`src/rtl/dram_slot_arbiter.sv`:
```
module dram_slot_arbiter #(
  parameter int EXPANDED = 1,
  parameter int PHASES   = 4,
  parameter int ROW_W    = 7,
  parameter int COL_W    = 7,
  parameter int DATA_W   = 8
) (
  input  logic                     clk,
  input  logic                     rst_n,
  input  logic                     cpu_sel,
  input  logic                     cpu_we,
  input  logic [ROW_W+COL_W:0]     cpu_addr,
  input  logic [DATA_W-1:0]        cpu_wdata,
  output logic [DATA_W-1:0]        cpu_rdata,
  input  logic [ROW_W+COL_W:0]     vid_addr,
  output logic [DATA_W-1:0]        vid_rdata,
  output logic                     cpu_slot,
  output logic [((ROW_W>COL_W)?ROW_W:COL_W)-1:0] dram_addr,
  output logic                     dram_ras_n,
  output logic [1:0]               dram_cas_n,
  output logic                     dram_we_n,
  output logic [DATA_W-1:0]        dram_dq_o,
  input  logic [DATA_W-1:0]        dram_dq_i
);
  localparam int AW    = ROW_W + COL_W + 1;
  localparam int MUX_W = (ROW_W > COL_W) ? ROW_W : COL_W;
  localparam int PH_W  = $clog2(PHASES);
  localparam logic [PH_W-1:0] PH_LAST = PH_W'(PHASES - 1);
  localparam logic [PH_W-1:0] PH_CAP  = PH_W'(PHASES - 2);
  localparam logic [PH_W-1:0] PH_ONE  = PH_W'(1);
  localparam logic [PH_W-1:0] PH_TWO  = PH_W'(2);

  logic [PH_W-1:0]   phase;
  logic              slot;
  logic [AW-1:0]     cur_addr;
  logic              cur_act, cur_we;
  logic [DATA_W-1:0] cur_wd;

  wire last     = (phase == PH_LAST);
  wire cap      = (phase == PH_CAP);
  wire bank     = cur_addr[AW-1];
  wire in_range = (EXPANDED != 0) || !bank;
  wire go       = cur_act && in_range;
  wire cas_win  = (phase >= PH_TWO) && (phase <= PH_CAP);
  wire wr_win   = (phase >= PH_ONE) && (phase <= PH_CAP);
  wire [DATA_W-1:0] rd_byte = in_range ? dram_dq_i : '1;

  always_ff @(posedge clk) begin
    if (!rst_n) begin
      phase     <= '0;
      slot      <= 1'b0;
      cur_addr  <= '0;
      cur_act   <= 1'b1;
      cur_we    <= 1'b0;
      cur_wd    <= '0;
      cpu_rdata <= '0;
      vid_rdata <= '0;
    end else begin
      phase <= last ? '0 : phase + PH_ONE;
      if (last) begin
        slot <= ~slot;
        if (!slot) begin
          cur_addr <= cpu_addr;
          cur_act  <= cpu_sel;
          cur_we   <= cpu_we;
          cur_wd   <= cpu_wdata;
        end else begin
          cur_addr <= vid_addr;
          cur_act  <= 1'b1;
          cur_we   <= 1'b0;
          cur_wd   <= '0;
        end
      end
      if (cap && cur_act && !cur_we) begin
        if (slot) cpu_rdata <= rd_byte;
        else      vid_rdata <= rd_byte;
      end
    end
  end

  assign cpu_slot      = slot;
  assign dram_ras_n    = last;
  assign dram_addr     = (phase == '0) ? MUX_W'(cur_addr[ROW_W-1:0])
                                       : MUX_W'(cur_addr[ROW_W+COL_W-1:ROW_W]);
  assign dram_cas_n[0] = !(go && cas_win && !bank);
  assign dram_cas_n[1] = !(go && cas_win && bank);
  assign dram_we_n     = !(slot && go && cur_we && wr_win);
  assign dram_dq_o     = cur_wd;


  ras_pulse_chk: assert property (@(posedge clk) disable iff (!rst_n)
    $rose(dram_ras_n) |=> $fell(dram_ras_n));

  slot_edge_chk: assert property (@(posedge clk) disable iff (!rst_n)
    !$stable(cpu_slot) |-> $fell(dram_ras_n));

  cas_excl_chk: assert property (@(posedge clk) disable iff (!rst_n)
    $countones(~dram_cas_n) <= 1);

  cas_in_ras_chk: assert property (@(posedge clk) disable iff (!rst_n)
    (dram_cas_n != 2'b11) |-> !dram_ras_n);

  we_cpu_only_chk: assert property (@(posedge clk) disable iff (!rst_n)
    !dram_we_n |-> cpu_slot);

  cpu_rd_hold_chk: assert property (@(posedge clk) disable iff (!rst_n)
    !cpu_slot |-> $stable(cpu_rdata));
endmodule

```
`config.mk`:
```
export PLATFORM = sky130hd
export DESIGN_NAME = dram_slot_arbiter
export DESIGN_NICKNAME = d
export VERILOG_FILES = /design/src/rtl/dram_slot_arbiter.sv
export SDC_FILE = /design/constraint.sdc
export NUM_CORES = 1
export LEC_CHECK = 0
export ABC_AREA = 0
export ABC_CLOCK_PERIOD_IN_PS = 3410
export BUFFER_PORTS_ARGS = -buffer_cell sky130_fd_sc_hd__buf_4
export CAP_MARGIN = 10
export CORE_UTILIZATION = 46
export CTS_CLUSTER_SIZE = 8
export DETAILED_ROUTE_END_ITERATION = 6
export PLACE_DENSITY = 0.88
export SLEW_MARGIN = 30
export SYNTH_ARGS = -nofsm -noshare
export SYNTH_HDL_FRONTEND = slang
export SYNTH_SLANG_ARGS = --single-unit
```
`constraint.sdc`:
```
create_clock -name clk -period 3.41 [get_ports clk]
set_input_delay 0.1705 -clock clk [delete_from_list [all_inputs] [get_ports clk]]
set_output_delay 0.1705 -clock clk [all_outputs]
set_load 0.02 [all_outputs]
```
# Word level (Yosys, flattened, before mapping)
# Cells that the tools add are included.
totals:
  register_bits: 44
  inputBits: 50
  out_inout_bits: 36
  wordCells: 40
op_classes:
  addsub: 1
  order_cmp: 3
  eq_ne: 2
  n_mux: 5
  n_bitwise: 2
  n_reduce_logical: 19
op_table:
  columns: ["operator", "n"]
  rows:
  - ["2-to-1 mux 15 bit", 1]
  - ["logical AND 1 bit", 10]
  - ["2-to-1 mux 8 bit", 1]
  - ["2-to-1 mux 7 bit", 1]
  - ["zero test 1 bit", 5]
  - ["equality test 2 bit (second input constant)", 2]
  - ["AND reduction 2 bit", 2]
  - ["adder 2 x 1 -> 2 bit (second input constant)", 1]
  - [">= comparator 2 x 1 -> 1 bit (second input constant)", 1]
  - [">= comparator 2 bit (second input constant)", 1]
  - ["<= comparator 2 bit (second input constant)", 1]
  - ["zero test 2 bit", 1]
  - ["2-to-1 mux 1 bit", 2]
  - ["NOT 1 bit", 2]
  - ["OR reduction 2 bit", 1]

# Depth between registers and ports, before layout
# Gate-level depths: netlist (run 1).
logic_depth:
  word_depth: 5
  depth_mapped: 5
  ltp_nobuf: 4

# Worst setup path after synthesis (run 1)
# Ideal clock, no wire load.
synth_timing:
  path_kind: "reg-to-reg"
  start: "register phase[0]"
  end: "register cur_addr[0]"
  setup_time_ns: 0.122
  arrival_time_ns: 1.203
  required_ns: 3.288
  path_slack_ns: 2.086
  stages_incl_launch_ff: 6
  path_buffers: 3
  period_less_slack_ns: 1.324
  cell_sequence: "dfxtp_1 ha_1 buf_2 buf_2 buf_2 a21oi_1"
synth_via:
  elab_chain_len: 1
synth_lines:
  columns: ["item", "line", "rtl"]
  rows:
  - ["start, declared", "33", "logic [PH_W-1:0] phase;"]
  - ["start signal, assigned", "59", "phase <= last ? '0 : phase + PH_ONE;"]
  - ["equality test 2 bit", "39", "wire last = (phase == PH_LAST);"]
  - ["net dram_ras_n", "19", "output logic dram_ras_n,"]
  - ["end signal, assigned", "63", "cur_addr <= cpu_addr;"]
  - ["end signal, assigned", "68", "cur_addr <= vid_addr;"]
  - ["end, declared", "35", "logic [AW-1:0] cur_addr;"]
# The timed path passes the listed nets, and every way through them passes these cells.
# A chain may end at the register's enable or synchronous reset.

# Final worst setup path (run 1)
layout_timing:
  start: "register phase[0]"
  end: "output port dram_ras_n"
layout_via:
  elab_chain_len: 1
layout_lines:
  columns: ["item", "line"]
  rows:
  - ["equality test 2 bit", "39"]
  - ["end, declared", "19"]
# Every way passes these cells.

==> reports/qor.yml, run 1 <==
die:
  core_um2: 4030
  io_pins: 86
  start_util_pct: 48.3
  die_w_um: 67.0
  chipHeight_um: 67.0
  num_rows: 23
  dieArea_um2: 4490
run_status:
  status: "completed"
cts:
  clk-insertion-delay-late_ns: 0.30
  cts.sinks: 44
  cts_tree: "built"
  cts_buffers: 5
  clk_pin_slew_ns: 0.08
  htreeDepth: 2
  cts.path.max_buffers: 2
  cts_hold_buf: 0
  cts_resized: 0
  root_buffer: "clkbuf_8"
  cts_setup_buffers: 0
detailed_routing:
  vias_per_cell: 4.98
  num_vias: 1620
  drc: 0
  wl_per_cell_um: 13.1
  ant_nets: 0
  drt-initial-drc-count: 80
  firstDrtPassIters: 4
  wl_mm: 4.26
global_routing:
  grt_pass1_wl_mm: 6.54
  grt_overflow: 0
  grt_start_max_net_pins: 53
  grt.total_usage_pct: 19.6
  grt_pass1_vias: 1537
  antenna_found_initial: 0
timing:
  setup_viol: 0
  fmax_mhz: 476
  rsz0062_at_grt: "no"
  maxSlewViolCount: 0
  period_share_pct: 61.6
  skew_ns: 0.00746
  worst-slew-pin-transition_ns: 0.762
  period_needed_ns: 2.10
  timing_hold_violations_final: 0
  tns_ns: 0
  max_slew_margin_pct: 49.2
synth:
  yosys_warnings: 0
  yosysTopAreaCell: "dfxtp_1"
  synthesis.area_um2: 1950
  ys_types: 25
  synthTopCellsByArea: "dfxtp_1, mux2i_1, nand2_1"
  netlist_instances: 198
  synth_top_area_share_pct: 45.3
  synth-seq-cells: 44
  syn_nets: 251
  avgSynthCellArea_um2: 9.83
  synth_seq_area_share_pct: 45.3
power_and_ir_drop:
  p_comb_share_pct: 19.1
  p_leak_nw: 1.18
  p_int_mw: 0.878
  power_frac_seq_pct: 47.9
  p_clk_share_pct: 33.1
  p_per_area_nw_per_um2: 442
  p_switching_mw: 0.298
  power_switching_share_pct: 25.3
  ir_drop_mv: 0.240
layout:
  post-route-util_pct: 66.0
  nets: 327
  syn2layout_area_growth_pct: 36.6
  drive_gt1_share_pct: 36.7
  n_antenna_cell: 0
placement:
  hpwl_mm: 3.06
  routabilityCongestion: 0.696
  portBuffers: 85
critical_path:
  endpoint_kind: "primary output"
  cp_data_arrival_time_ns: 1.93
  path_class: "reg -> out"
  path_cells: "ha_1, buf_4, buf_4"
  max_stage_delay_ns: 0.67
  cpMostUsedCell: "buf_4"
  cp_slowest_cell: "ha_1"
  cp.required_ns: 3.24
  r2r_slack_ns: 1.60
  worst-path-max-fanout: 28
  start_kind: "flop"
worst_hold_path:
  min_path_type: "in -> reg"
job:
  drv_cap: 0
## per-stage QoR
stage          hold WS [ns]  instances  worst slack, ns  total power, mW  cell area (um^2)
6_report              0.144        325             1.31             1.18              2660
5_1_grt               0.137        325             1.17             1.23              2660
4_1_cts               0.143        325             1.31             1.18              2660
3_5_place_dp          0.449        317             1.64            0.801              2550
3_3_place_gp          0.435        317             1.73            0.794              2550
2_1_floorplan         0.332        198             2.09            0.709              1950
## placed cells by master (no fill, tap or decap), drive strengths merged, types with 3 or more instances in the layout
| master | synthesis | final |
|---|---|---|
| nand2 | 24 | 24 |
| a21oi | 15 | 15 |
| mux2i | 31 | 31 |
| mux2 | 7 | 7 |
| ha | 3 | 3 |
| clkbuf | 2 | 6 |
| a21boi | 9 | 9 |
| nand2b | 9 | 9 |
| o21ai | 16 | 16 |
| buf | 16 | 87 |
| nand3b | 10 | 10 |
| dfxtp | 44 | 44 |
## cells by family (layout without fill, tap and decap cells)
kind of cell	after synthesis	after routing	share of synthesized area (%)
flip-flops	44	44	45.3
buffers and inverters	20	97	6.11
AND/OR/NAND/NOR	52	52	14.8
adder cells (fa/ha/maj)	3	3	1.93
multiplexers	38	38	20.0
AO/OA/AOI/OAI	40	40	11.4
XOR/XNOR	1	1	0.450
## sequential cells by signal, indices dropped and copies added, names as in the netlist
| name | flops |
|---|---|
| cpu_rdata | 8 |
| cpu_slot | 1 |
| cur_act | 1 |
| cur_addr | 15 |
| cur_we | 1 |
| dram_dq_o | 8 |
| phase | 2 |
| vid_rdata | 8 |
## cells in the mapped netlist, drive strengths merged
cell     count
a21boi       9
nand2b       9
buf         16
and3b        1
and2         1
dfxtp       44
and4b        1
nand2       24
nor2         1
nand4        1
xor2         1
inv          2
clkbuf       2
o21ai       16
a21oi       15
nor3b        2
nand3        1
mux2         7
nand3b      10
nand4bb      1
ha           3
mux2i       31
## power by group through the flow
stage / clock, mW / combinational (mW) / sequential [mW]
2_1_floorplan: 0 / 0.126 / 0.584
3_3_place_gp: 0 / 0.221 / 0.573
3_5_place_dp: 0 / 0.226 / 0.575
4_1_cts: 0.393 / 0.227 / 0.563
5_1_grt: 0.417 / 0.244 / 0.568
6_report: 0.389 / 0.224 / 0.563
## layout make-up
cell class / count / area, um^2
timing repair buffer: 87 / 653
fill: 361 / 1370
sequential: 44 / 881
tap: 50 / 62.6
inverter: 2 / 7.51
clock buffer: 6 / 72.6
clock inverter: 2 / 35.0
multi-input combinational: 134 / 946
## critical path: cells and delay by family, from the launching register on
family,cells,cell delay [ns]
buffers and inverters,2,0.58
DFF,1,0.37
adders and majority gates,1,0.67
## layer usage
layer | routed length [um] | GRT usage, %
met1 | 1830 | 22.8
met2 | 2080 | 33.0
met3 | 269 | 5.14
met4 | 79 | 9.31
met5 | 0 | 0
## final timing paths
kind,from,end,cells after the start
max reg2reg,phase[0]$_SDFF_PP0_,cur_addr[7]$_SDFFE_PN0P_,4
min reg2reg,cpu_rdata[6]$_SDFFE_PN0P_,cpu_rdata[6]$_SDFFE_PN0P_,2
max,phase[0]$_SDFF_PP0_,dram_ras_n,3
min,dram_dq_i[5],vid_rdata[5]$_SDFFE_PN0P_,3
(Power assumes the default switching activity.)
==> run 2, diff against run 1 <==
--- a/config.mk
+++ b/config.mk
@@ -6,7 +6,7 @@
 export NUM_CORES = 1
 export LEC_CHECK = 0
 export ABC_AREA = 0
-export ABC_CLOCK_PERIOD_IN_PS = 3410
+export ABC_CLOCK_PERIOD_IN_PS = 2050
 export BUFFER_PORTS_ARGS = -buffer_cell sky130_fd_sc_hd__buf_4
 export CAP_MARGIN = 10
 export CORE_UTILIZATION = 46
==> constraint.sdc (replaced) <==
create_clock -name clk -period 2.05 [get_ports clk]
set_input_delay 0.1025 -clock clk [delete_from_list [all_inputs] [get_ports clk]]
set_output_delay 0.1025 -clock clk [all_outputs]
set_load 0.02 [all_outputs]
==> run 2 against run 1 <==
  * Sequential cell count unchanged
  * Worst hold slack worse by 0.055 ns
  * Largest cell class unchanged
  * Clock power up 43%
  * Critical path type unchanged
  * Critical endpoint is now dram_addr[4]
  * Final cell count did not move
  * Critical path depth up 1
  * Highest routed layer unchanged
  * Via count increased by 2.0%
==> reports/qor.yml, run 2 (synthesis results as in run 1) <==
global_routing:
  grt_overflow: 0  # unchanged
  antenna_found_initial: 0  # unchanged
  grt_pass1_wl_mm: 6.64  # +1.5%
  grt_start_max_net_pins: 53  # unchanged
  grt.total_usage_pct: 20.0  # +0.36 points
  grt_pass1_vias: 1489  # -3.1%
critical_path:
  worst-path-max-fanout: 7  # -75%
  max_stage_delay_ns: 0.40  # -0.27 ns
  worstRegToRegCells: 4  # unchanged
  cp.required_ns: 1.95  # -1.29 ns
  worstReg2RegStart: "phase[0]$_SDFF_PP0_"
  cp_data_arrival_time_ns: 1.65  # -0.28 ns
  path_cells: "inv_1, ha_1, mux2_2, buf_4"
  critPathLaunch: "phase[0]$_SDFF_PP0_"
  worst_r2r_endpoint: "vid_rdata[6]$_SDFFE_PN0P_"
  crit_end: "dram_addr[4]"
  endpoint_kind: "primary output"
  cp_slowest_cell: "mux2_2"
  path_class: "reg -> out"
  start_kind: "flop"
  r2r_slack_ns: 0.51  # -1.09 ns
timing:
  period_needed_ns: 1.75
  hold-worst-slack_ns: 0.0882  # -0.0554 ns
  rsz0062_at_grt: "no"
  maxSlewViolCount: 0  # unchanged
  tns_ns: 0  # unchanged
  period_share_pct: 85.3
  timing_hold_violations_final: 0  # unchanged
  fmax_mhz: 572
  max_slew_margin_pct: 61.0  # +12 points
  skew_ns: 0.00762  # +0.000156 ns
  worst-slew-pin-transition_ns: 0.581  # -0.181 ns
  setup_viol: 0  # unchanged
  setup_ws_ns: 0.302  # -1.01 ns
detailed_routing:
  ant_nets: 0  # unchanged
  wl_mm: 4.27  # +0.40%
  drc: 0  # unchanged
  firstDrtPassIters: 4  # unchanged
  wl_per_cell_um: 13.1  # +0.40%
  drt-initial-drc-count: 66  # -18%
  num_vias: 1653  # +2.0%
  vias_per_cell: 5.09  # +2.0%
power_and_ir_drop:
  ir_drop_mv: 0.403  # +68%
  p_int_mw: 1.38  # +57%
  p_comb_share_pct: 20.5  # +1.4 points
  p_leak_nw: 1.17  # -0.66%
  p_per_area_nw_per_um2: 704  # +59%
  power_switching_share_pct: 26.5  # +1.2 points
  power_frac_seq_pct: 49.8  # +1.9 points
  p_switching_mw: 0.495  # +66%
  p_clk_share_pct: 29.7  # -3.4 points
  p_total_mw: 1.87  # +59%
placement:
  portBuffers: 85  # unchanged
  hpwl_mm: 3.01  # -1.8%
  dp_cells: 317  # unchanged
  pre_cts_ws_ns: 0.524  # -1.11 ns
  routabilityCongestion: 0.688  # -1.2%
  place_area_um2: 2560  # +0.49%
layout:
  drive_gt1_share_pct: 36.7  # unchanged
  fin_area_um2: 2660  # about the same
  post-route-util_pct: 65.9  # about the same
  top_register: "cur_addr"
  layout_common_cells: "buf_4, dfxtp_1, mux2i_1"
  fin_cells: 325  # unchanged
  syn2layout_area_growth_pct: 36.5  # about the same
  final_common_cell: "buf_4"
  n_antenna_cell: 0  # unchanged
  nets: 327  # unchanged
  largest_register_ffs: 15  # unchanged
cts:
  clk-insertion-delay-late_ns: 0.29  # about the same
  cts_buffers: 5  # unchanged
  cts_tree: "built"
  root_buffer: "clkbuf_8"
  cts_setup_buffers: 0  # unchanged
  cts_resized: 0  # unchanged
  cts_hold_buf: 0  # unchanged
  cts.path.max_buffers: 2  # unchanged
  clk_pin_slew_ns: 0.08  # about the same
  htreeDepth: 2  # unchanged
  cts.sinks: 44  # unchanged
die:
  chipHeight_um: 67.0  # unchanged
  start_util_pct: 48.3  # unchanged
  num_rows: 23  # unchanged
  die_w_um: 67.0  # unchanged
  io_pins: 86  # unchanged
  dieArea_um2: 4490  # unchanged
  core_um2: 4030  # unchanged
job:
  drv_cap: 0  # unchanged
run_status:
  status: "completed"
worst_hold_path:
  min_path_type: "in -> reg"
-- run 2: cell count changes in the layout (fill, tap and decap cells not counted), sizes merged --
| cell | previous run | this run |
|---|---|---|
| clkinvlp | 0 | 1 |
| clkinv | 1 | 0 |
| clkbuf | 6 | 7 |
| bufinv | 1 | 0 |
-- run 2: area by class of cell --
cell class              instances  area (um^2)
clock inverters                 1         7.51
flip-flops and latches         44          881
repair buffers                 87          666
well taps                      50         62.6
inverters                       2         7.51
multi-input cells             134          946
fillers                       363         1370
clock buffers                   7         86.3
-- run 2: how the worst min path moves through the flow --
stage                      start                   endpoint  slack, ns  cells after the start
floorplan           dram_dq_i[0]  vid_rdata[0]$_SDFFE_PN0P_       0.26                      2
global placement         cpu_sel       cur_act$_SDFFE_PN1P_       0.37                      3
detailed placement  dram_dq_i[5]  vid_rdata[5]$_SDFFE_PN0P_       0.39                      3
CTS                 dram_dq_i[2]  cpu_rdata[2]$_SDFFE_PN0P_       0.08                      3
global route        dram_dq_i[2]  cpu_rdata[2]$_SDFFE_PN0P_        0.1                      3
finish              dram_dq_i[2]  cpu_rdata[2]$_SDFFE_PN0P_       0.09                      3
-- run 2: metal layers --
metal,routed length [um],share of wire [%],global-route usage [%]
met1,1860,44,23.6
met5,0,0,0
met3,271,6.3,5.14
met4,67,1.6,8.78
met2,2070,48,33.6
-- run 2: power groups by stage --
stage / logic, mW / registers [mW] / clock network, mW
after global routing: 0.416 / 0.939 / 0.608
after floorplan: 0.209 / 0.971 / 0
after global placement: 0.375 / 0.949 / 0
final: 0.383 / 0.932 / 0.556
after CTS: 0.387 / 0.932 / 0.574
after detailed placement: 0.385 / 0.951 / 0
-- run 2: worst max-delay path: cells and delay by family (launching register included) --
kind       cells  cell delay, ns
mux            1            0.40
fa+ha+maj      1            0.37
flops          1            0.34
buf+inv        2            0.24
==> run 3, diff against run 2 <==
--- a/config.mk
+++ b/config.mk
@@ -10,9 +10,12 @@
 export BUFFER_PORTS_ARGS = -buffer_cell sky130_fd_sc_hd__buf_4
 export CAP_MARGIN = 10
 export CORE_UTILIZATION = 46
+export CTS_BUF_LIST = sky130_fd_sc_hd__clkbuf_16
 export CTS_CLUSTER_SIZE = 8
 export DETAILED_ROUTE_END_ITERATION = 6
+export GPL_TIMING_DRIVEN = 1
 export PLACE_DENSITY = 0.88
+export REMOVE_ABC_BUFFERS = 1
 export SLEW_MARGIN = 30
 export SYNTH_ARGS = -nofsm -noshare
 export SYNTH_HDL_FRONTEND = slang
==> run 3 against run 2 <==
  * Clock skew decreased by 0.0056 ns
  * Global-route usage fell by 1.1 points
  * Sequential cell count did not move
  * Routed wire length down 7.0%
==> reports/qor.yml, run 3 (synthesis results as in run 1) <==
layout:
  drive_gt1_share_pct: 36.4  # -0.36 points
  n_antenna_cell: 0  # unchanged
  final_common_cell: "buf_4"
  layout_common_cells: "buf_4, dfxtp_1, mux2i_1"
  fill_cells: 351  # -3.3%
  largest_register_ffs: 15  # unchanged
  syn2layout_area_growth_pct: 38.9
  top_register: "cur_addr"
  nets: 328  # +0.31%
  post-route-util_pct: 67.1  # +1.1 points
power_and_ir_drop:
  power_switching_share_pct: 24.2  # -2.3 points
  p_per_area_nw_per_um2: 752  # +6.8%
  p_total_mw: 2.03  # +8.6%
  p_comb_share_pct: 18.8  # -1.7 points
  p_int_mw: 1.54  # +12%
  power_frac_seq_pct: 45.8  # -4.0 points
  p_leak_nw: 1.20  # +2.2%
  p_clk_share_pct: 35.4  # +5.7 points
  p_switching_mw: 0.492  # -0.67%
  ir_drop_mv: 0.524  # +30%
cts:
  cts_hold_buf: 0  # unchanged
  cts_buffers: 5  # unchanged
  cts_tree: "built"
  clk-insertion-delay-late_ns: 0.28  # about the same
  root_buffer: "clkbuf_16"
  cts.path.max_buffers: 2  # unchanged
  clk_pin_slew_ns: 0.06  # -0.02 ns
  cts.sinks: 44  # unchanged
  cts_setup_buffers: 0  # unchanged
  cts_resized: 0  # unchanged
  htreeDepth: 2  # unchanged
global_routing:
  grt.total_usage_pct: 18.9  # -1.1 points
  grt_overflow: 0  # unchanged
  grt_pass1_wl_mm: 6.24  # -5.9%
  grt_pass1_vias: 1426  # -4.2%
  grt_start_max_net_pins: 53  # unchanged
  antenna_found_initial: 0  # unchanged
critical_path:
  start_kind: "flop"
  worst-path-max-fanout: 7  # unchanged
  cp.required_ns: 1.95  # about the same
  endpoint_kind: "primary output"
  cp_data_arrival_time_ns: 1.59  # -0.06 ns
  path_class: "reg -> out"
timing:
  tns_ns: 0  # unchanged
  fmax_mhz: 592  # +3.5%
  max_slew_margin_pct: 62.4  # +1.4 points
  skew_ns: 0.00207  # -0.00555 ns
  maxSlewViolCount: 0  # unchanged
  timing_hold_violations_final: 0  # unchanged
  setup_viol: 0  # unchanged
  period_share_pct: 82.4  # -2.9 points
  period_needed_ns: 1.69  # -0.0587 ns
  rsz0062_at_grt: "no"
  worst-slew-pin-transition_ns: 0.561  # -0.0201 ns
  setup_ws_ns: 0.360  # +0.0587 ns
detailed_routing:
  ant_nets: 0  # unchanged
  drc: 0  # unchanged
  wl_mm: 3.98  # -7.0%
  num_vias: 1630  # -1.4%
  vias_per_cell: 5.02  # -1.4%
  drt-initial-drc-count: 66  # unchanged
  wl_per_cell_um: 12.2  # -7.0%
  firstDrtPassIters: 2  # -2
die:
  core_um2: 4030  # unchanged
  num_rows: 23  # unchanged
  chipHeight_um: 67.0  # unchanged
  dieArea_um2: 4490  # unchanged
  io_pins: 86  # unchanged
  start_util_pct: 48.3  # unchanged
  die_w_um: 67.0  # unchanged
job:
  drv_cap: 0  # unchanged
placement:
  routabilityCongestion: 0.693  # +0.86%
  pre_cts_ws_ns: 0.559  # +0.0351 ns
  portBuffers: 85  # unchanged
  hpwl_mm: 2.90  # -3.5%
run_status:
  status: "completed"
worst_hold_path:
  min_path_type: "in -> reg"
-- run 3: critical path, cell delays in order (launching register included) --
cell,delay (ns)
dfxtp_1,0.33
inv_1,0.08
ha_1,0.36
mux2_2,0.38
buf_4,0.16
-- run 3: path summary, 6_finish.rpt --
path                                   from                        end  slack [ns]  cells after the start
setup / recovery        phase[0]$_SDFF_PP0_               dram_addr[0]        0.36                      4
hold / removal                 dram_dq_i[3]  vid_rdata[3]$_SDFFE_PN0P_        0.10                      3
setup reg to reg        phase[0]$_SDFF_PP0_  cpu_rdata[6]$_SDFFE_PN0P_        0.56                      4
hold reg to reg   cpu_rdata[7]$_SDFFE_PN0P_  cpu_rdata[7]$_SDFFE_PN0P_        0.46                      2
-- run 3: power by group through the flow --
| stage | clock network (mW) | logic, mW | registers, mW |
|---|---|---|---|
| finish | 0.719 | 0.383 | 0.931 |
| global route | 0.781 | 0.418 | 0.937 |
| CTS | 0.741 | 0.388 | 0.931 |
| detailed placement | 0 | 0.387 | 0.949 |
| global placement | 0 | 0.380 | 0.947 |
| floorplan | 0 | 0.170 | 0.981 |
-- run 3: area by class of cell --
class | instances | area, um^2 | area share [%]
multi-input cells | 134 | 946 | 35.0
flip-flops and latches | 44 | 881 | 32.6
repair buffers | 88 | 673 | 24.9
clock buffers | 5 | 125 | 4.63
well taps | 50 | 62.6 | 2.31
clock inverters | 2 | 7.51 | 0.278
inverters | 2 | 7.51 | 0.278
-- run 3: through the flow --
step | std cells | area (um^2) | hold WS [ns]
2_1_floorplan | 180 | 1830 | 0.179
3_3_place_gp | 318 | 2570 | 0.372
3_5_place_dp | 318 | 2570 | 0.393
4_1_cts | 325 | 2700 | 0.102
5_1_grt | 325 | 2700 | 0.107
6_report | 325 | 2700 | 0.102
-- run 3: per-layer routing --
| metal | up-vias | part of all wire, % | GRT usage [%] |
|---|---|---|---|
| li1 | 838 | - | - |
| met1 | 742 | 39 | 20.0 |
| met2 | 43 | 54 | 33.4 |
| met3 | 7 | 5.2 | 5.82 |
| met4 | 0 | 2.1 | 9.31 |
| met5 | - | 0 | 0 |
